<file path="config.mk">
export PLATFORM = sky130hd
export DESIGN_NAME = seq_detect_1101
export DESIGN_NICKNAME = d
export VERILOG_FILES = /design/src/rtl/seq_detect_1101_pkg.sv /design/src/rtl/seq_detect_1101_moore.sv /design/src/rtl/seq_detect_1101_mealy.sv /design/src/rtl/seq_detect_1101.sv
export SDC_FILE = /design/constraint.sdc
export NUM_CORES = 1
export LEC_CHECK = 0
export BUFFER_PORTS_ARGS = -buffer_cell sky130_fd_sc_hd__buf_2
export CAP_MARGIN = 20
export CELL_PAD_IN_SITES_DETAIL_PLACEMENT = 0
export CELL_PAD_IN_SITES_GLOBAL_PLACEMENT = 1
export CORE_AREA = 2 2 39 41
export CTS_CLUSTER_SIZE = 12
export DETAILED_ROUTE_END_ITERATION = 10
export DIE_AREA = 0 0 41 43
export GPL_ROUTABILITY_DRIVEN = 1
export PLACE_DENSITY_LB_ADDON = 0.25
export SLEW_MARGIN = 10
export SYNTH_ARGS = -nofsm -noshare
export SYNTH_HDL_FRONTEND = slang
export SYNTH_SLANG_ARGS = --single-unit
export TNS_END_PERCENT = 30
</file>
<file path="constraint.sdc">
create_clock -name clk -period 1.1 [get_ports clk]
set_clock_uncertainty 0.15 [all_clocks]
set_input_delay 0.165 -clock clk [delete_from_list [all_inputs] [get_ports clk]]
set_output_delay 0.165 -clock clk [all_outputs]
set_load 0.02 [all_outputs]
</file>
<file path="src/rtl/seq_detect_1101_pkg.sv">
package seq_detect_1101_pkg;

    localparam int unsigned MOORE_ST_W = 3;
    localparam int unsigned MEALY_ST_W = 2;

    typedef enum logic [MOORE_ST_W-1:0] {
        IDLE    = 3'd0,
        SAW_1   = 3'd1,
        SAW_11  = 3'd2,
        SAW_110 = 3'd3,
        FOUND   = 3'd4
    } moore_st_t;

    typedef enum logic [MEALY_ST_W-1:0] {
        Z_NONE = 2'd0,
        Z_1    = 2'd1,
        Z_11   = 2'd2,
        Z_110  = 2'd3
    } mealy_st_t;

endpackage

</file>
<file path="src/rtl/seq_detect_1101_moore.sv">
module seq_detect_1101_moore
    import seq_detect_1101_pkg::*;
(
    input  logic clk,
    input  logic rst,
    input  logic din,
    output logic hit
);

    moore_st_t state_q;
    moore_st_t state_d;

    // State register
    always_ff @(posedge clk or posedge rst) begin
        if (rst) state_q <= IDLE;
        else     state_q <= state_d;
    end

    // Next-state logic: fall back to the longest valid prefix
    always_comb begin
        state_d = state_q;
        unique case (state_q)
            IDLE:    state_d = din ? SAW_1   : IDLE;
            SAW_1:   state_d = din ? SAW_11  : IDLE;
            SAW_11:  state_d = din ? SAW_11  : SAW_110;
            SAW_110: state_d = din ? FOUND   : IDLE;
            FOUND:   state_d = IDLE;
            default: state_d = IDLE;
        endcase
    end

    // Output logic: depends on the state only
    always_comb begin
        hit = 1'b0;
        unique case (state_q)
            FOUND:   hit = 1'b1;
            default: hit = 1'b0;
        endcase
    end

    AST_MOORE_SINGLE_PULSE: assert property (@(posedge clk) disable iff (rst)
        hit |=> !hit);
    AST_MOORE_AFTER_SEQUENCE: assert property (@(posedge clk) disable iff (rst)
        hit |-> ($past(din) && !$past(din, 2) && $past(din, 3) && $past(din, 4)));
    AST_MOORE_DROP_BIT: assert property (@(posedge clk) disable iff (rst)
        hit |=> (state_q == IDLE));

endmodule

</file>
<file path="src/rtl/seq_detect_1101_mealy.sv">
module seq_detect_1101_mealy
    import seq_detect_1101_pkg::*;
(
    input  logic clk,
    input  logic rst,
    input  logic din,
    output logic hit
);

    mealy_st_t state_q;
    mealy_st_t state_d;

    // State register
    always_ff @(posedge clk or posedge rst) begin
        if (rst) state_q <= Z_NONE;
        else     state_q <= state_d;
    end

    // Next-state logic: a match restarts from nothing matched
    always_comb begin
        state_d = state_q;
        unique case (state_q)
            Z_NONE:  state_d = din ? Z_1  : Z_NONE;
            Z_1:     state_d = din ? Z_11 : Z_NONE;
            Z_11:    state_d = din ? Z_11 : Z_110;
            Z_110:   state_d = Z_NONE;
            default: state_d = Z_NONE;
        endcase
    end

    // Output logic: depends on the state and the present input
    always_comb begin
        hit = 1'b0;
        unique case (state_q)
            Z_110:   hit = din;
            default: hit = 1'b0;
        endcase
    end

    AST_MEALY_SAME_CYCLE: assert property (@(posedge clk) disable iff (rst)
        hit |-> (din && !$past(din) && $past(din, 2) && $past(din, 3)));
    AST_MEALY_NO_OVERLAP: assert property (@(posedge clk) disable iff (rst)
        hit |=> !hit);
    AST_MEALY_RESTART: assert property (@(posedge clk) disable iff (rst)
        hit |=> (state_q == Z_NONE));

endmodule

</file>
<file path="src/rtl/seq_detect_1101.sv">
module seq_detect_1101 #(
    parameter bit USE_MEALY = 1'b0
) (
    input  logic clk,
    input  logic rst,
    input  logic din,
    output logic hit
);

    // the parameter picks one of the two machines
    generate
        if (USE_MEALY) begin : g_mealy
            seq_detect_1101_mealy u_fsm (
                .clk (clk),
                .rst (rst),
                .din (din),
                .hit (hit)
            );
        end else begin : g_moore
            seq_detect_1101_moore u_fsm (
                .clk (clk),
                .rst (rst),
                .din (din),
                .hit (hit)
            );
        end
    endgenerate

    AST_RESET_QUIET: assert property (@(posedge clk)
        rst |-> !hit);

endmodule

</file>
* Word-level counts from Yosys, hierarchy flattened *
Cells that the tools add are included.

cells by class
  eq/ne operators = 4
  mux-type cells = 6
  reductions and logical operators = 1

operator list
  cell                  number
  $pmux W3 S4           1
  $eq A3 B2 Y1 const B  2
  $eq A3 B1 Y1 const B  1
  $eq A3 B3 Y1 const B  1
  $logic_not A3 Y1      1
  $mux W1               3
  $mux W3               1
  $mux W2               1

word-level totals
  register bits = 3
  bits of input ports = 3
  output and inout port bits = 1
  word-level logic and storage cells = 12

* Depth between registers and ports, before layout *
  word-level depth = 2
  depth in mapped cells = 2
  mapped depth without buffers = 2

* Worst setup path after synthesis *
OpenSTA, ideal clock, no wires.

  path kind = flip-flop to output port
  start point = reg g_moore.u_fsm.state_q[0]
  end point = out hit
  arrival time = 0.949 ns
  required time = 0.785 ns
  setup slack = -0.164 ns
  cell stages (with the launch flop) = 2
  buffers on the path = 0
  cells stage by stage = dfrtp_1 nor3b_1

on the way
  cells in the longest elaborated chain, start to end = 2

ends and longest elaborated chain
  element                   RTL line                     source
  start: declaration        seq_detect_1101_moore.sv:10  moore_st_t state_q;
  start signal: assignment  seq_detect_1101_moore.sv:16  else state_q <= state_d;
  $eq A3 B3 Y1              seq_detect_1101_moore.sv:35  unique case (state_q)
  $mux W1                   seq_detect_1101_moore.sv:35
  end: declaration          seq_detect_1101.sv:7         output logic hit

Every way passes these cells.

* Worst setup path in the final report *
Same ends and word-level chain as after synthesis.

==> run_results.csv <==
group,metric,value,unit
run_status,outcome,"finished, violations left",
run_status,violations,"setup timing",
placed_design,dpl_cell_area,189,µm²
floorplan,initial_core_util,0.0967,
worst_setup_path,path_cells,"nor3b_2 -> buf_4",
finish,largest-register,"g_moore.u_fsm.state_q",
placed_design,io_buffers,3,
sta,maxSlewHeadroom,0.908,
worst_setup_path,startpoint_type,"flip-flop",
finish,drive_above_1_share,0.591,
finish,seq_area,75.1,µm²
detailed_routing,dr.pass1.iters,1,
worst_setup_path,slowest_delay,380,ps
pwr,powerDensity,2350,nW/µm²
sta,rsz0062_at_grt,"true",
yosys,syn-num-nets,14,
detailed_routing,finalWirelength,307,µm
yosys,synth_top_area_share,0.561,
detailed_routing,routed_via_density,3.18,
yosys,ys_types,8,
sta,timing.hold.ws,85.6,ps
finish,syn_to_final_growth,81.3,%
pwr,p_leak,0.118,nW
placed_design,pre_cts_slack,7.40,ps
pwr,peakVddDrop,0.388,mV
global_routing,grt_overflow_total,0,
detailed_routing,wire_per_inst,8.08,µm
worst_setup_path,r2r_start,"g_moore.u_fsm.state_q[1]",
worst_setup_path,cpMaxStageDelayCell,"dfrtp_1",
sta,drv_slew,0,
clocking,tritoncts,"yes",
finish,finalInstanceArea,243,µm²
sta,fin_crit_sh,1.16,
global_routing,grt_use_total,0.0563,
global_routing,grt_pass1_vias,154,
detailed_routing,ant_nets,0,
finish,largest_register_ffs,3,
pwr,switchingPower,0.174,mW
pwr,seqPwrFrac,0.309,
finish,fillerInstances,165,
yosys,syn-instance-count,11,
sta,fin_ws,-176,ps
sta,finalHoldViolations,0,
yosys,syn-cell-area,134,µm²
worst_setup_path,critPathKind,"reg2out",
finish,nNetsFinal,26,
detailed_routing,post-route-drc-count,0,
yosys,ys_warn_count,0,
placed_design,dp_hpwl,199,µm
global_routing,grt_max_degree,5,
pwr,power.share.switching,0.304,
floorplan,core_area,1380,µm²
global_routing,grt_pass1_wl,496,µm
sta,tns,-176,ps
clocking,cts-root-buf,"clkbuf_4",
finish,multi_input_area,67.6,µm²
clocking,ctsHtreeMaxLevel,1,
yosys,synth-seq-area-share,0.561,
pwr,p_int,0.398,mW
worst_setup_path,startpoint,"g_moore.u_fsm.state_q[0]",
worst_setup_path,critPathCaptureType,"output pin",
global_routing,grt_antenna_before_repair,0,
floorplan,io-pin-count,4,
pwr,p_clk_frac,0.346,
yosys,ys_seq_elements,3,
floorplan,die_y,43,µm
yosys,synthTopCellsByArea,"dfrtp_1, and4b_2, a32o_1",
yosys,synth_top_cell_by_area,"dfrtp_1",
detailed_routing,drt_iter0_drc,0,
clocking,cts_inserted_buffers,3,
clocking,cts_sinks,3,
floorplan,die-area,1760,µm²
floorplan,die_x,41,µm
placed_design,gp_congestion,0.603,
clocking,clock_path_buffers,2,
yosys,syn_avg_cell_area,12.2,µm²
sta,fmax,784,MHz
clocking,insertion_delay,240,ps
worst_hold_path,hp-class,"in2reg",
worst_hold_path,hold_start,"din",
detailed_routing,vias,121,
sta,period_needed,1280,ps
sta,worst_slew_pin_slew,137,ps
sta,setup_violations,1,
job,maxCapViolations,0,
worst_setup_path,critPathArrivalTime,960,ps
worst_setup_path,cp.required,780,ps
pwr,p_comb_frac,0.345,
floorplan,num_rows,14,
finish,antenna_cells,0,
finish,final_util,0.175,
worst_setup_path,cp_max_fo,2,
clocking,clkTransAtPathRegs,40,ps
finish,reg_top3,"g_moore.u_fsm.state_q: 3 flops",
## cells in the mapped netlist
library cell / instances
and4b_2: 1
dfrtp_1: 3
nor2_1: 2
nor3b_1: 1
xnor2_1: 1
a32o_1: 1
nor3_2: 1
inv_1: 1
## power groups by stage
stage	Sequential (mW)	Combinational, mW	Clock [mW]
2_1_floorplan	0.193	0.0770	0
3_3_place_gp	0.191	0.139	0
3_5_place_dp	0.191	0.140	0
4_1_cts	0.177	0.181	0.209
5_1_grt	0.179	0.211	0.208
6_report	0.177	0.197	0.198
## what timing repair did
action                                  4_1_cts  5_1_grt
gates resized for setup                       1        1
hold buffers                                  1        0
pin swaps                                     1        1
setup buffers                                 1        0
endpoints found under the setup margin        1        2
endpoints found under the hold margin         3        0
## routing by layer
| metal | up-vias | share of wire | GRT usage |
|---|---|---|---|
| met5 | - | 0 | 0 |
| met4 | 0 | 0 | 0.120 |
| met3 | 0 | 0 | 0.0314 |
| met2 | 0 | 0.72 | 0.0781 |
| met1 | 61 | 0.28 | 0.0227 |
| li1 | 60 | - | - |
## final timing paths
| kind | to | slack, ps | depth (start not counted) |
|---|---|---|---|
| hold / removal | g_moore.u_fsm.state_q[0] | 90 | 3 |
| setup / recovery | hit | -180 | 2 |
| max in group asynchronous | g_moore.u_fsm.state_q[1] | 500 | 3 |
| min in group asynchronous | g_moore.u_fsm.state_q[2] | 180 | 3 |
| hold reg to reg | g_moore.u_fsm.state_q[0] | 420 | 2 |
| setup reg to reg | g_moore.u_fsm.state_q[1] | 40 | 3 |
## final cells by class
| type | instances | share of cell area |
|---|---|---|
| well taps | 16 | 0.0825 |
| multi-input cells | 7 | 0.278 |
| flip-flops and latches | 3 | 0.309 |
| repair buffers | 7 | 0.206 |
| inverters | 1 | 0.0155 |
| clock buffers | 4 | 0.108 |
## cells in the final DEF, fill, tap and decap left out
cell and n:
nor2_1 2, clkbuf_4 3, xnor2_2 1, dlygate4sd3_1 1, clkbuf_1 1, buf_2 2
nor3b_2 1, a32o_1 1, and4b_2 1, nor3_2 1, dfrtp_1 3, inv_1 1
buf_4 4
## cell families (layout without fill, tap and decap cells)
family                 count (synthesis)  after routing  share of synthesized area
AO/OA/AOI/OAI                          1              1                     0.0748
XOR/XNOR                               1              1                     0.0654
buffers and inverters                  1             12                     0.0280
AND/OR/NAND/NOR                        5              5                      0.271
flip-flops                             3              3                      0.561
## per-stage QoR
| step | std cells | total power [mW] |
|---|---|---|
| floorplan | 11 | 0.270 |
| global placement | 32 | 0.330 |
| detailed placement | 32 | 0.331 |
| CTS | 38 | 0.567 |
| global route | 38 | 0.599 |
| finish | 38 | 0.571 |
## worst max-delay path: cells and delay by family (launching register included)
family	cells	cell delay, ps
buffers and inverters	1	160
and+or+nand+nor	1	180
DFF	1	380
Note: power is estimated with default switching activity, not from simulation.
